### config.mk
export PLATFORM = sky130hd
export DESIGN_NAME = rx_tagged_fifo
export DESIGN_NICKNAME = d
export VERILOG_FILES = /design/src/rtl/uart_rx_pkg.sv /design/src/rtl/rx_line_sync.sv /design/src/rtl/rx_frame_decoder.sv /design/src/rtl/rx_tag_queue.sv /design/src/rtl/rx_level_irq.sv /design/src/rtl/rx_tagged_fifo.sv
export SDC_FILE = /design/constraint.sdc
export NUM_CORES = 1
export LEC_CHECK = 0
export ABC_AREA = 0
export BUFFER_PORTS_ARGS = -buffer_cell sky130_fd_sc_hd__buf_2
export CORE_ASPECT_RATIO = 0.5
export CORE_MARGIN = 10
export CORE_UTILIZATION = 25
export CTS_CLUSTER_SIZE = 20
export DETAILED_ROUTE_END_ITERATION = 12
export HOLD_SLACK_MARGIN = 0.05
export SETUP_SLACK_MARGIN = 0.1
export SYNTH_ARGS = -nofsm -noshare
export SYNTH_HDL_FRONTEND = slang
export SYNTH_SLANG_ARGS = --single-unit
### constraint.sdc
create_clock -name clk -period 2.8 [get_ports clk]
set_input_delay 0.14 -clock clk [delete_from_list [all_inputs] [get_ports clk]]
set_output_delay 0.14 -clock clk [all_outputs]
set_load 0.1 [all_outputs]
### src/rtl/uart_rx_pkg.sv
package uart_rx_pkg;
   localparam int unsigned DATA_MAX = 8;

   typedef struct packed {
      logic                brk;
      logic                frm;
      logic                par;
      logic [DATA_MAX-1:0] data;
   } rx_entry_t;

   typedef enum logic [2:0] {
      S_IDLE, S_START, S_DATA, S_PAR, S_STOP, S_HOLD
   } rx_state_t;
endpackage

### src/rtl/rx_line_sync.sv
module rx_line_sync #(
   parameter int unsigned STAGES = 2
) (
   input  logic clk,
   input  logic rst_n,
   input  logic line_in,
   output logic line_out
);
   generate
      if (STAGES == 0) begin : g_direct
         assign line_out = line_in;
      end else begin : g_chain
         logic [STAGES-1:0] chain_q;
         always_ff @(posedge clk or negedge rst_n) begin
            if (!rst_n) chain_q <= '1;
            else if (STAGES == 1) chain_q <= line_in;
            else chain_q <= {chain_q[STAGES-2:0], line_in};
         end
         assign line_out = chain_q[STAGES-1];
      end
   endgenerate
endmodule

### src/rtl/rx_frame_decoder.sv
module rx_frame_decoder
   import uart_rx_pkg::*;
#(
   parameter int unsigned OVS = 16
) (
   input  logic      clk,
   input  logic      rst_n,
   input  logic      rx_s,
   input  logic      tick,
   input  logic [1:0] word_len,
   input  logic      par_en,
   input  logic      par_odd,
   output logic      push,
   output rx_entry_t entry
);
   localparam int unsigned CNT_W = $clog2(OVS);
   localparam logic [CNT_W-1:0] MID  = CNT_W'(OVS/2 - 1);
   localparam logic [CNT_W-1:0] LAST = CNT_W'(OVS - 1);

   generate
      if (OVS < 4 || (OVS & (OVS - 1)) != 0) begin : g_bad_ovs
         $error("OVS must be a power of two and at least 4");
      end
   endgenerate

   rx_state_t             state;
   logic [CNT_W-1:0]      cnt;
   logic [2:0]            bit_idx;
   logic [DATA_MAX-1:0]   shreg;
   logic                  par_bit;
   logic [2:0]            last_idx;
   logic [DATA_MAX-1:0]   aligned;
   logic                  par_expect;

   assign last_idx = {1'b0, word_len} + 3'd4;

   always_comb begin
      case (word_len)
         2'b00:   aligned = {3'b000, shreg[7:3]};
         2'b01:   aligned = {2'b00,  shreg[7:2]};
         2'b10:   aligned = {1'b0,   shreg[7:1]};
         default: aligned = shreg;
      endcase
   end

   assign par_expect = (^aligned) ^ par_odd;

   always_ff @(posedge clk or negedge rst_n) begin
      if (!rst_n) begin
         state   <= S_IDLE;
         cnt     <= '0;
         bit_idx <= '0;
         shreg   <= '0;
         par_bit <= 1'b0;
         push    <= 1'b0;
         entry   <= '0;
      end else begin
         push <= 1'b0;
         if (tick) begin
            case (state)
               S_IDLE: begin
                  if (!rx_s) begin
                     state <= S_START;
                     cnt   <= '0;
                  end
               end
               S_START: begin
                  if (cnt == MID) begin
                     cnt <= '0;
                     if (!rx_s) begin
                        state   <= S_DATA;
                        bit_idx <= '0;
                        par_bit <= 1'b0;
                     end else begin
                        state <= S_IDLE;
                     end
                  end else begin
                     cnt <= cnt + 1'b1;
                  end
               end
               S_DATA: begin
                  if (cnt == LAST) begin
                     cnt   <= '0;
                     shreg <= {rx_s, shreg[7:1]};
                     if (bit_idx == last_idx) state <= par_en ? S_PAR : S_STOP;
                     else bit_idx <= bit_idx + 1'b1;
                  end else begin
                     cnt <= cnt + 1'b1;
                  end
               end
               S_PAR: begin
                  if (cnt == LAST) begin
                     cnt     <= '0;
                     par_bit <= rx_s;
                     state   <= S_STOP;
                  end else begin
                     cnt <= cnt + 1'b1;
                  end
               end
               S_STOP: begin
                  if (cnt == LAST) begin
                     cnt        <= '0;
                     push       <= 1'b1;
                     entry.data <= aligned;
                     entry.par  <= par_en && (par_bit != par_expect);
                     entry.frm  <= !rx_s;
                     entry.brk  <= !rx_s && (aligned == '0) && !(par_en && par_bit);
                     state      <= rx_s ? S_IDLE : S_HOLD;
                  end else begin
                     cnt <= cnt + 1'b1;
                  end
               end
               S_HOLD: begin
                  if (rx_s) state <= S_IDLE;
               end
               default: state <= S_IDLE;
            endcase
         end
      end
   end

   assert_single_push_R2: assert property (@(posedge clk) disable iff (!rst_n)
      push |=> !push);

   assert_upper_zero_R2: assert property (@(posedge clk) disable iff (!rst_n)
      (push && word_len == 2'b00) |-> entry.data[7:5] == 3'b000);

   assert_break_frames_R6: assert property (@(posedge clk) disable iff (!rst_n)
      (push && entry.brk) |-> entry.frm);
endmodule

### src/rtl/rx_tag_queue.sv
module rx_tag_queue
   import uart_rx_pkg::*;
#(
   parameter int unsigned DEPTH = 16
) (
   input  logic                     clk,
   input  logic                     rst_n,
   input  logic                     push,
   input  rx_entry_t                wr_entry,
   input  logic                     pop,
   output rx_entry_t                head,
   output logic [$clog2(DEPTH):0]   count,
   output logic                     overrun
);
   localparam int unsigned PTR_W = $clog2(DEPTH);
   localparam logic [PTR_W:0] FULL_CNT = (PTR_W+1)'(DEPTH);

   generate
      if (DEPTH < 2 || (DEPTH & (DEPTH - 1)) != 0) begin : g_bad_depth
         $error("DEPTH must be a power of two and at least 2");
      end
   endgenerate

   rx_entry_t        mem [DEPTH];
   logic [PTR_W-1:0] wptr, rptr;
   logic             full, empty, wr_ok, rd_ok;

   assign full  = (count == FULL_CNT);
   assign empty = (count == '0);
   assign wr_ok = push && !full;
   assign rd_ok = pop && !empty;

   always_ff @(posedge clk) begin
      if (wr_ok) mem[wptr] <= wr_entry;
   end

   always_ff @(posedge clk or negedge rst_n) begin
      if (!rst_n) begin
         wptr    <= '0;
         rptr    <= '0;
         count   <= '0;
         overrun <= 1'b0;
      end else begin
         if (wr_ok) wptr <= wptr + 1'b1;
         if (rd_ok) rptr <= rptr + 1'b1;
         case ({wr_ok, rd_ok})
            2'b10:   count <= count + 1'b1;
            2'b01:   count <= count - 1'b1;
            default: count <= count;
         endcase
         if (push && full) overrun <= 1'b1;
         else if (rd_ok) overrun <= 1'b0;
      end
   end

   assign head = empty ? '0 : mem[rptr];

   assert_no_overflow_R3: assert property (@(posedge clk) disable iff (!rst_n)
      count <= FULL_CNT);

   assert_fill_step_R3: assert property (@(posedge clk) disable iff (!rst_n)
      (wr_ok && !rd_ok) |=> count == $past(count) + 1'b1);

   assert_drop_flags_R7: assert property (@(posedge clk) disable iff (!rst_n)
      (push && full) |=> overrun);

   assert_empty_pop_R9: assert property (@(posedge clk) disable iff (!rst_n)
      (pop && empty && !push) |=> count == '0);
endmodule

### src/rtl/rx_level_irq.sv
module rx_level_irq #(
   parameter int unsigned DEPTH = 16,
   parameter int unsigned LVL0  = 1,
   parameter int unsigned LVL1  = 4,
   parameter int unsigned LVL2  = 8,
   parameter int unsigned LVL3  = 14
) (
   input  logic                   clk,
   input  logic                   rst_n,
   input  logic [$clog2(DEPTH):0] fill,
   input  logic [1:0]             trig_sel,
   output logic                   irq
);
   localparam int unsigned CW = $clog2(DEPTH) + 1;

   generate
      if (LVL0 < 1 || LVL1 < 1 || LVL2 < 1 || LVL3 < 1) begin : g_zero_lvl
         $error("threshold levels must be at least 1");
      end
      if (LVL0 > DEPTH || LVL1 > DEPTH || LVL2 > DEPTH || LVL3 > DEPTH) begin : g_big_lvl
         $error("threshold levels must not exceed DEPTH");
      end
   endgenerate

   logic [CW-1:0] level;

   always_comb begin
      case (trig_sel)
         2'b00:   level = CW'(LVL0);
         2'b01:   level = CW'(LVL1);
         2'b10:   level = CW'(LVL2);
         default: level = CW'(LVL3);
      endcase
   end

   assign irq = (fill >= level);

   assert_empty_quiet_R8: assert property (@(posedge clk) disable iff (!rst_n)
      (fill == '0) |-> !irq);
endmodule

### src/rtl/rx_tagged_fifo.sv
module rx_tagged_fifo
   import uart_rx_pkg::*;
#(
   parameter int unsigned SYNC_STAGES = 2,
   parameter int unsigned OVS         = 16,
   parameter int unsigned DEPTH       = 16,
   parameter int unsigned LVL0        = 1,
   parameter int unsigned LVL1        = 4,
   parameter int unsigned LVL2        = 8,
   parameter int unsigned LVL3        = 14
) (
   input  logic                   clk,
   input  logic                   rst_n,
   input  logic                   rx_line,
   input  logic                   os_tick,
   input  logic [1:0]             word_len,
   input  logic                   par_en,
   input  logic                   par_odd,
   input  logic [1:0]             trig_sel,
   input  logic                   pop,
   output logic [7:0]             rd_data,
   output logic                   rd_par_err,
   output logic                   rd_frm_err,
   output logic                   rd_brk,
   output logic [$clog2(DEPTH):0] fill,
   output logic                   overrun,
   output logic                   irq
);
   logic      rx_s;
   logic      push;
   rx_entry_t new_entry;
   rx_entry_t head;

   rx_line_sync #(.STAGES(SYNC_STAGES)) u_sync (
      .clk(clk), .rst_n(rst_n), .line_in(rx_line), .line_out(rx_s));

   rx_frame_decoder #(.OVS(OVS)) u_dec (
      .clk(clk), .rst_n(rst_n), .rx_s(rx_s), .tick(os_tick),
      .word_len(word_len), .par_en(par_en), .par_odd(par_odd),
      .push(push), .entry(new_entry));

   rx_tag_queue #(.DEPTH(DEPTH)) u_queue (
      .clk(clk), .rst_n(rst_n), .push(push), .wr_entry(new_entry),
      .pop(pop), .head(head), .count(fill), .overrun(overrun));

   rx_level_irq #(.DEPTH(DEPTH), .LVL0(LVL0), .LVL1(LVL1), .LVL2(LVL2), .LVL3(LVL3)) u_irq (
      .clk(clk), .rst_n(rst_n), .fill(fill), .trig_sel(trig_sel), .irq(irq));

   assign rd_data    = head.data;
   assign rd_par_err = head.par;
   assign rd_frm_err = head.frm;
   assign rd_brk     = head.brk;
endmodule

==> results of run 1 <==
==> worst register-to-register path, cell delays in order, from the launching register on <==
cell	delay [ns]
dfrtp_4	0.53
nor4_4	0.36
a21boi_2	0.18
inv_1	0.11
ha_2	0.24
xor2_1	0.08
ha_1	0.21
o211a_1	0.21
o31ai_1	0.22
a31oi_1	0.09
xnor2_1	0.13
==> metrics by stage <==
step | TNS [ns] | utilization, % | cells
floorplan | -1.40 | - | 573
global route | 0 | 30.1 | 1131
CTS | 0 | 30.0 | 1130
finish | 0 | 30.1 | 1131
global placement | 0 | 27.6 | 1083
detailed placement | 0 | 27.6 | 1083
==> layer usage <==
metal  GRT usage, %  up-vias
met2           13.6       83
met3           1.05       34
met4           3.30        0
li1               -     2331
met1           9.58     2546
met5              0        -
==> layout make-up <==
| cell class | count | area, um^2 |
|---|---|---|
| Fill cell | 3653 | 26200 |
| Sequential cell | 223 | 6480 |
| Multi-Input combinational cell | 300 | 2850 |
| Tap cell | 494 | 618 |
| Clock buffer | 25 | 604 |
| Timing Repair Buffer | 54 | 405 |
| Clock inverter | 18 | 278 |
| Inverter | 17 | 63.8 |
==> power by group <==
part           leakage (nW)  switching [mW]  total, mW  internal, mW
Combinational          1.28            1.94       2.90         0.954
Sequential             2.14           0.295       3.96          3.66
Clock                 0.429            1.28       3.49          2.22
Total                  3.85            3.52       10.3          6.83
==> sequential cells by signal, summed over array words and instances (netlist names) <==
register                count
u_dec.bit_idx               3
u_dec.cnt                   4
u_dec.entry                11
u_dec.par_bit               1
u_dec.push                  1
u_dec.shreg                 8
u_dec.state                 3
u_queue.count               5
u_queue.mem               176
u_queue.overrun             1
u_queue.rptr                4
u_queue.wptr                4
u_sync.g_chain.chain_q      2
==> what timing repair did <==
item,CTS,global route
setup buffers,0,0
endpoints found under the setup margin,5,6
endpoints found under the hold margin,40,0
resized for setup,2,8
hold buffers,4,0
gates cloned,0,1
==> final timing paths <==
check,depth (start not counted),end,slack [ns],startpoint
setup / recovery,5,rd_frm_err,0.18,u_queue.rptr[1]
hold / removal,3,u_dec.entry[7],0.06,word_len[1]
setup reg to reg,10,u_queue.count[4],0.31,u_queue.count[1]
hold reg to reg,0,u_sync.g_chain.chain_q[1],0.35,u_sync.g_chain.chain_q[0]
max in group asynchronous,3,u_sync.g_chain.chain_q[0],1.75,rst_n
min in group asynchronous,2,u_dec.cnt[2],0.27,rst_n
==> cell usage in the layout, fill, tap and decap left out, drive strengths merged, types with 9 or more instances in the layout <==
| master | n |
|---|---|
| nand2 | 37 |
| a21oi | 10 |
| clkbuf | 29 |
| buf | 46 |
| edfxtp | 176 |
| dfrtp | 45 |
| o21ai | 26 |
| mux4 | 44 |
| ha | 19 |
| xnor2 | 15 |
| o22ai | 12 |
| nor2 | 18 |
| inv | 18 |
| mux2 | 14 |
| mux2i | 30 |
| clkinv | 9 |
==> cells by family (layout without fill, tap and decap cells) <==
kind of cell / after synthesis / count (layout) / synth area share (%)
compound gates: 78 / 78 / 5.24
xor+xnor: 19 / 19 / 1.75
fa+ha+maj: 19 / 19 / 2.50
buf+inv: 50 / 114 / 2.24
flops: 223 / 223 / 68.0
mux: 88 / 88 / 15.3
simple gates: 96 / 96 / 5.00
==> summary.md, run 1 <==
| Metric | Value |
|---|---|
| Status | finished, final reports clean |
| Clock period minus worst slack | 2.62 ns |
| Commonest cells post-synth | 176 x edfxtp_1, 45 x dfrtp_1, 44 x mux4_2 |
| Crit Path Category | register to output pin |
| CTS max path bufs | 3 |
| Pwr dens | 916 nW/um^2 |
| Setup violators final | 0 |
| Synth Area per Inst | 16.6 um^2 |
| Initial Util | 25.4% |
| First drt pass iteration count | 4 |
| Tot Pwr | roughly 10 mW |
| Synth cell types | 54 |
| Cells after synthesis | 573 |
| Die Width | 296 um |
| CTS Buf Count | 24 |
| Final WL | 18,300 um |
| Yosys reg bits | 223 |
| Vias/cell | 4.42 |
| Inserted Diodes | 0 |
| Max VDD drop | 0.575 mV |
| RePlAce Congestion | 0.752 |
| Max Freq | 382 MHz |
| Max Cap Violations | 0 |
| Layout area overhead | 18.8% |
| Core Rows | 50 |
| Final Max Tran Viols | 0 |
| Post-synthesis sequential area ratio | between 60% and 70% |
| Number of global-route vias before repair | 5,081 |
| Layout cells sized above 1 | 26.4% |
| Place WS | 0.261 ns |
| Most numerous cell in the Yosys netlist | edfxtp_1 |
| Grt ovf | 0 |
| Slew margin rel. | 26.4% |
| HPWL Detailed | roughly 12,000 um |
| CTS clk-pin slew, worst paths | roughly 0.06 ns |
| I/O Pins | 29 |
| First-pass GRT wire length | about 29,000 um |
| Synth Flop Type | edfxtp_1 |
| Critical Path AT | 2.48 ns |
| Die area | 46,700 um^2 |
| Initial antenna violation count | 0 |
| Metal3 WL | 490 um |
| Startpoint Class | register |
| Critical path, cell by cell | buf_4, mux4_2, mux2i_1, o22ai_1, clkbuf_4 |
| WP buf/inv | 2 |
| Yosys Warn Count | 0 |
| Final Skew | about 0.020 ns |
| Min Hold Slack | 0.0581 ns |
| # nets final | 650 |
| Worst endpoint required time | 2.66 ns |
| Final setup margin | 0.180 ns |
| PortBufs | 28 |
| Clock Latency Late Sink | 0.52 ns |
| DR DRC count | 0 |
| Crit share post-route | around 94% |
| Synth top area cells | edfxtp_1 56%, dfrtp_1 12%, mux4_2 10% |
| DR top layer | met4 |
| Worst path max stage delay | between 0.5 and 0.6 ns |
| Routed len/inst | 16.1 um |
| Leakage | 3.85 nW |
| Tightest Pin Transition | between 1 and 1.5 ns |
| Asr flop ratio synth | 21.1% |
| RSZ-0062 raised after global routing | no |
| Met2 WL | between 9000 and 10,000 um |
| Synth area leader | edfxtp_1 |
| Via count | approximately 5,000 |
| Placed inst area | slightly above 10,000 um^2 |
| Net Count, Synth | ~600 |
| Fin. Hold Viols | 0 |
| Design Area, Final | 11,300 um^2 |
| Clk sinks | 223 |
| DR iter-0 viols | 293 |
| Syn Std Cell Area | approximately 9500 um^2 |
| Worst Path Max Fanout | 12 |
| H-tree Lvls | 1 |
| Top-area cell type share of the netlist area | 55.6% |
| CP max-delay cell | dfrtp_2 |
| Largest net degree at the start of global routing | 36 |
| Core box area | 37,500 um^2 |
| Post-synth EDFFs | 176 |
| Worst hold path type | primary input to register |
| Root Driver | clkbuf_16 |
| Die Span Y | 158 um |
| Kind of cell adding the most delay to the critical path | buffers and inverters |
| Crit. End Element | output pin |
| CTS tree | done |
| Met1 Wirelength | roughly 8100 um |
| ANT nets after route | 0 |
| Global Route Usage Sum | 7.77% |
No activity file was read; power rests on OpenSTA's default activity.
==> run 2: changes to the inputs <==
CORE_UTILIZATION = 50   (was 25)
PLACE_DENSITY = 0.69   (was unset)
SETUP_SLACK_MARGIN = 0.4   (was 0.1)
==> run 2 against run 1 <==
Effect of this change: flip-flop and latch count did not move; global-route usage rose by 6.6 points; sequential share of layout area fell by 0.27 points; maximum frequency rose by 5.6%; largest power group unchanged; highest routed layer unchanged.
==> summary.md, run 2 (synthesized netlist as in run 1, its figures left out) <==
| Metric | Value |
|---|---|
| Critical path, cell by cell | buf_12, buf_8, buf_16, mux4_2, mux2i_2, o22ai_2, buf_12 |
| Root Driver | clkbuf_16 |
| DR top layer | met4 |
| Core Rows | 35 |
| Slew margin rel. | 44.1% |
| I/O Pins | 29 |
| Tot Pwr | 10.3 mW |
| Critical Path AT | between 2 and 2.5 ns |
| Via count | 5,113 |
| Met1 Wirelength | 8320 um |
| Commonest cells after routing, fill and taps aside | 176 x edfxtp_1, 44 x mux4_2, 38 x dfrtp_1, 37 x nand2_1, 32 x buf_4 |
| DR DRC count | 0 |
| Inserted Diodes | 0 |
| Design Area, Final | roughly 11,000 um^2 |
| Number of global-route vias before repair | 5,084 |
| Pwr dens | 903 nW/um^2 |
| Global Route Usage Sum | 14.4% |
| Worst endpoint required time | between 2 and 3 ns |
| Metal3 WL | 991 um |
| Initial antenna violation count | 0 |
| First drt pass iteration count | 4 |
| Max reg flops | ~180 |
| Layout cells sized above 1 | 32.2% |
| Die area | 25,300 um^2 |
| Leakage | around 4 nW |
| Setup violators final | 0 |
| DR iter-0 viols | between 300 and 400 |
| Kind of cell adding the most delay to the critical path | multiplexers |
| Largest net degree at the start of global routing | 38 |
| ANT nets after route | 0 |
| Layout area overhead | 19.4% |
| Status | finished, final reports clean |
| Initial Util | between 50% and 60% |
| CTS clk-pin slew, worst paths | roughly 0.06 ns |
| Met2 WL | 8850 um |
| Worst hold path type | primary input to register |
| CTS Buf Count | 20 |
| CTS max path bufs | 3 |
| Crit Path Category | register to output pin |
| Fin. Hold Viols | 0 |
| Final WL | 18,400 um |
| Most used cell, CP | buf_12 |
| Clk sinks | 223 |
| Top reg by flops | u_queue.mem |
| Crit share post-route | 88.6% |
| H-tree Lvls | 1 |
| Clock Latency Late Sink | ~0.50 ns |
| Place WS | 0.387 ns |
| Worst path max stage delay | 0.52 ns |
| Die Width | 215 um |
| Max Cap Violations | 0 |
| Placed inst area | 10,200 um^2 |
| Final Max Tran Viols | 0 |
| Most common cell after layout, fill and taps aside | edfxtp_1 |
| RePlAce Congestion | 0.795 |
| Max Freq | between 400 and 500 MHz |
| Max VDD drop | roughly 0.54 mV |
| CP max-delay cell | mux4_2 |
| Final setup margin | approximately 0.32 ns |
| CTS tree | done |
| PortBufs | 28 |
| HPWL Detailed | 11,400 um |
| Crit. End Element | output pin |
| Core box area | around 19,000 um^2 |
| Grt ovf | 0 |
| First-pass GRT wire length | 29,200 um |
| Tightest Pin Transition | 0.839 ns |
| Worst Path Max Fanout | 5 |
| Final Skew | 0.0218 ns |
| WP buf/inv | 4 |
| # nets final | 666 |
| Biggest regs | u_queue.mem x176, u_dec.entry x11, u_dec.shreg x8 |
| Setup tns final | 0 ns |
| RSZ-0062 raised after global routing | yes |
| Startpoint Class | register |
| Die Span Y | 118 um |
| Vias/cell | 5.62 |
| Clock period minus worst slack | ~2.5 ns |
| Routed len/inst | 20.3 um |
-- run 2: worst min-delay path, delay by kind of cell --
family,cells,cell delay [ns]
AO/OA/AOI/OAI,1,0.08
buffers and inverters,1,0.18
AND/OR/NAND/NOR,1,0.10
-- run 2: final timing paths --
check | slack (ns) | depth (start not counted) | end | start
min in group asynchronous | 0.29 | 2 | u_queue.rptr[2] | rst_n
min reg2reg | 0.36 | 0 | u_sync.g_chain.chain_q[1] | u_sync.g_chain.chain_q[0]
min | 0.06 | 3 | u_dec.entry[6] | word_len[1]
max in group asynchronous | 1.84 | 3 | u_dec.shreg[6] | rst_n
max reg2reg | 0.51 | 11 | u_queue.count[4] | u_queue.count[1]
max | 0.32 | 7 | rd_data[6] | u_queue.rptr[0]
-- run 2: metrics by stage --
step	hold slack [ns]	util [%]	std cells
after floorplan	-0.156	-	573
after global placement	0.245	55.1	854
after global routing	0.110	61.3	909
after detailed placement	0.247	55.1	854
after CTS	0.0584	60.9	904
final	0.0623	61.3	909
-- run 2: what timing repair did --
action                     in CTS  in global routing
setup endpoints to repair      13                 14
hold endpoints to repair       40                  0
gates resized for setup        70                  7
gates cloned                    2                  0
pin swaps                       5                  5
hold buffers                    4                  0
buffers inserted                8                  5
-- run 2: report_power, final --
group,switching [mW],leakage (nW),internal [mW]
clock,1.16,0.295,1.41
sequential,0.248,2.14,3.67
combinational,2.20,1.50,1.57
total,3.61,3.94,6.64
-- run 2: metal layers --
layer | vias to the layer above | global-route usage, %
met5 | - | 0
met4 | 0 | 3.06
met3 | 28 | 2.44
met2 | 122 | 23.4
met1 | 2592 | 19.9
li1 | 2371 | -
-- run 2: layout make-up --
cell class / instances / area (um^2)
clock buffer: 23 / 512
clock inverter: 13 / 95.1
fill: 1312 / 7170
inverter: 17 / 63.8
multi-input combinational: 300 / 3120
sequential: 223 / 6480
tap: 259 / 324
timing repair buffer: 74 / 762
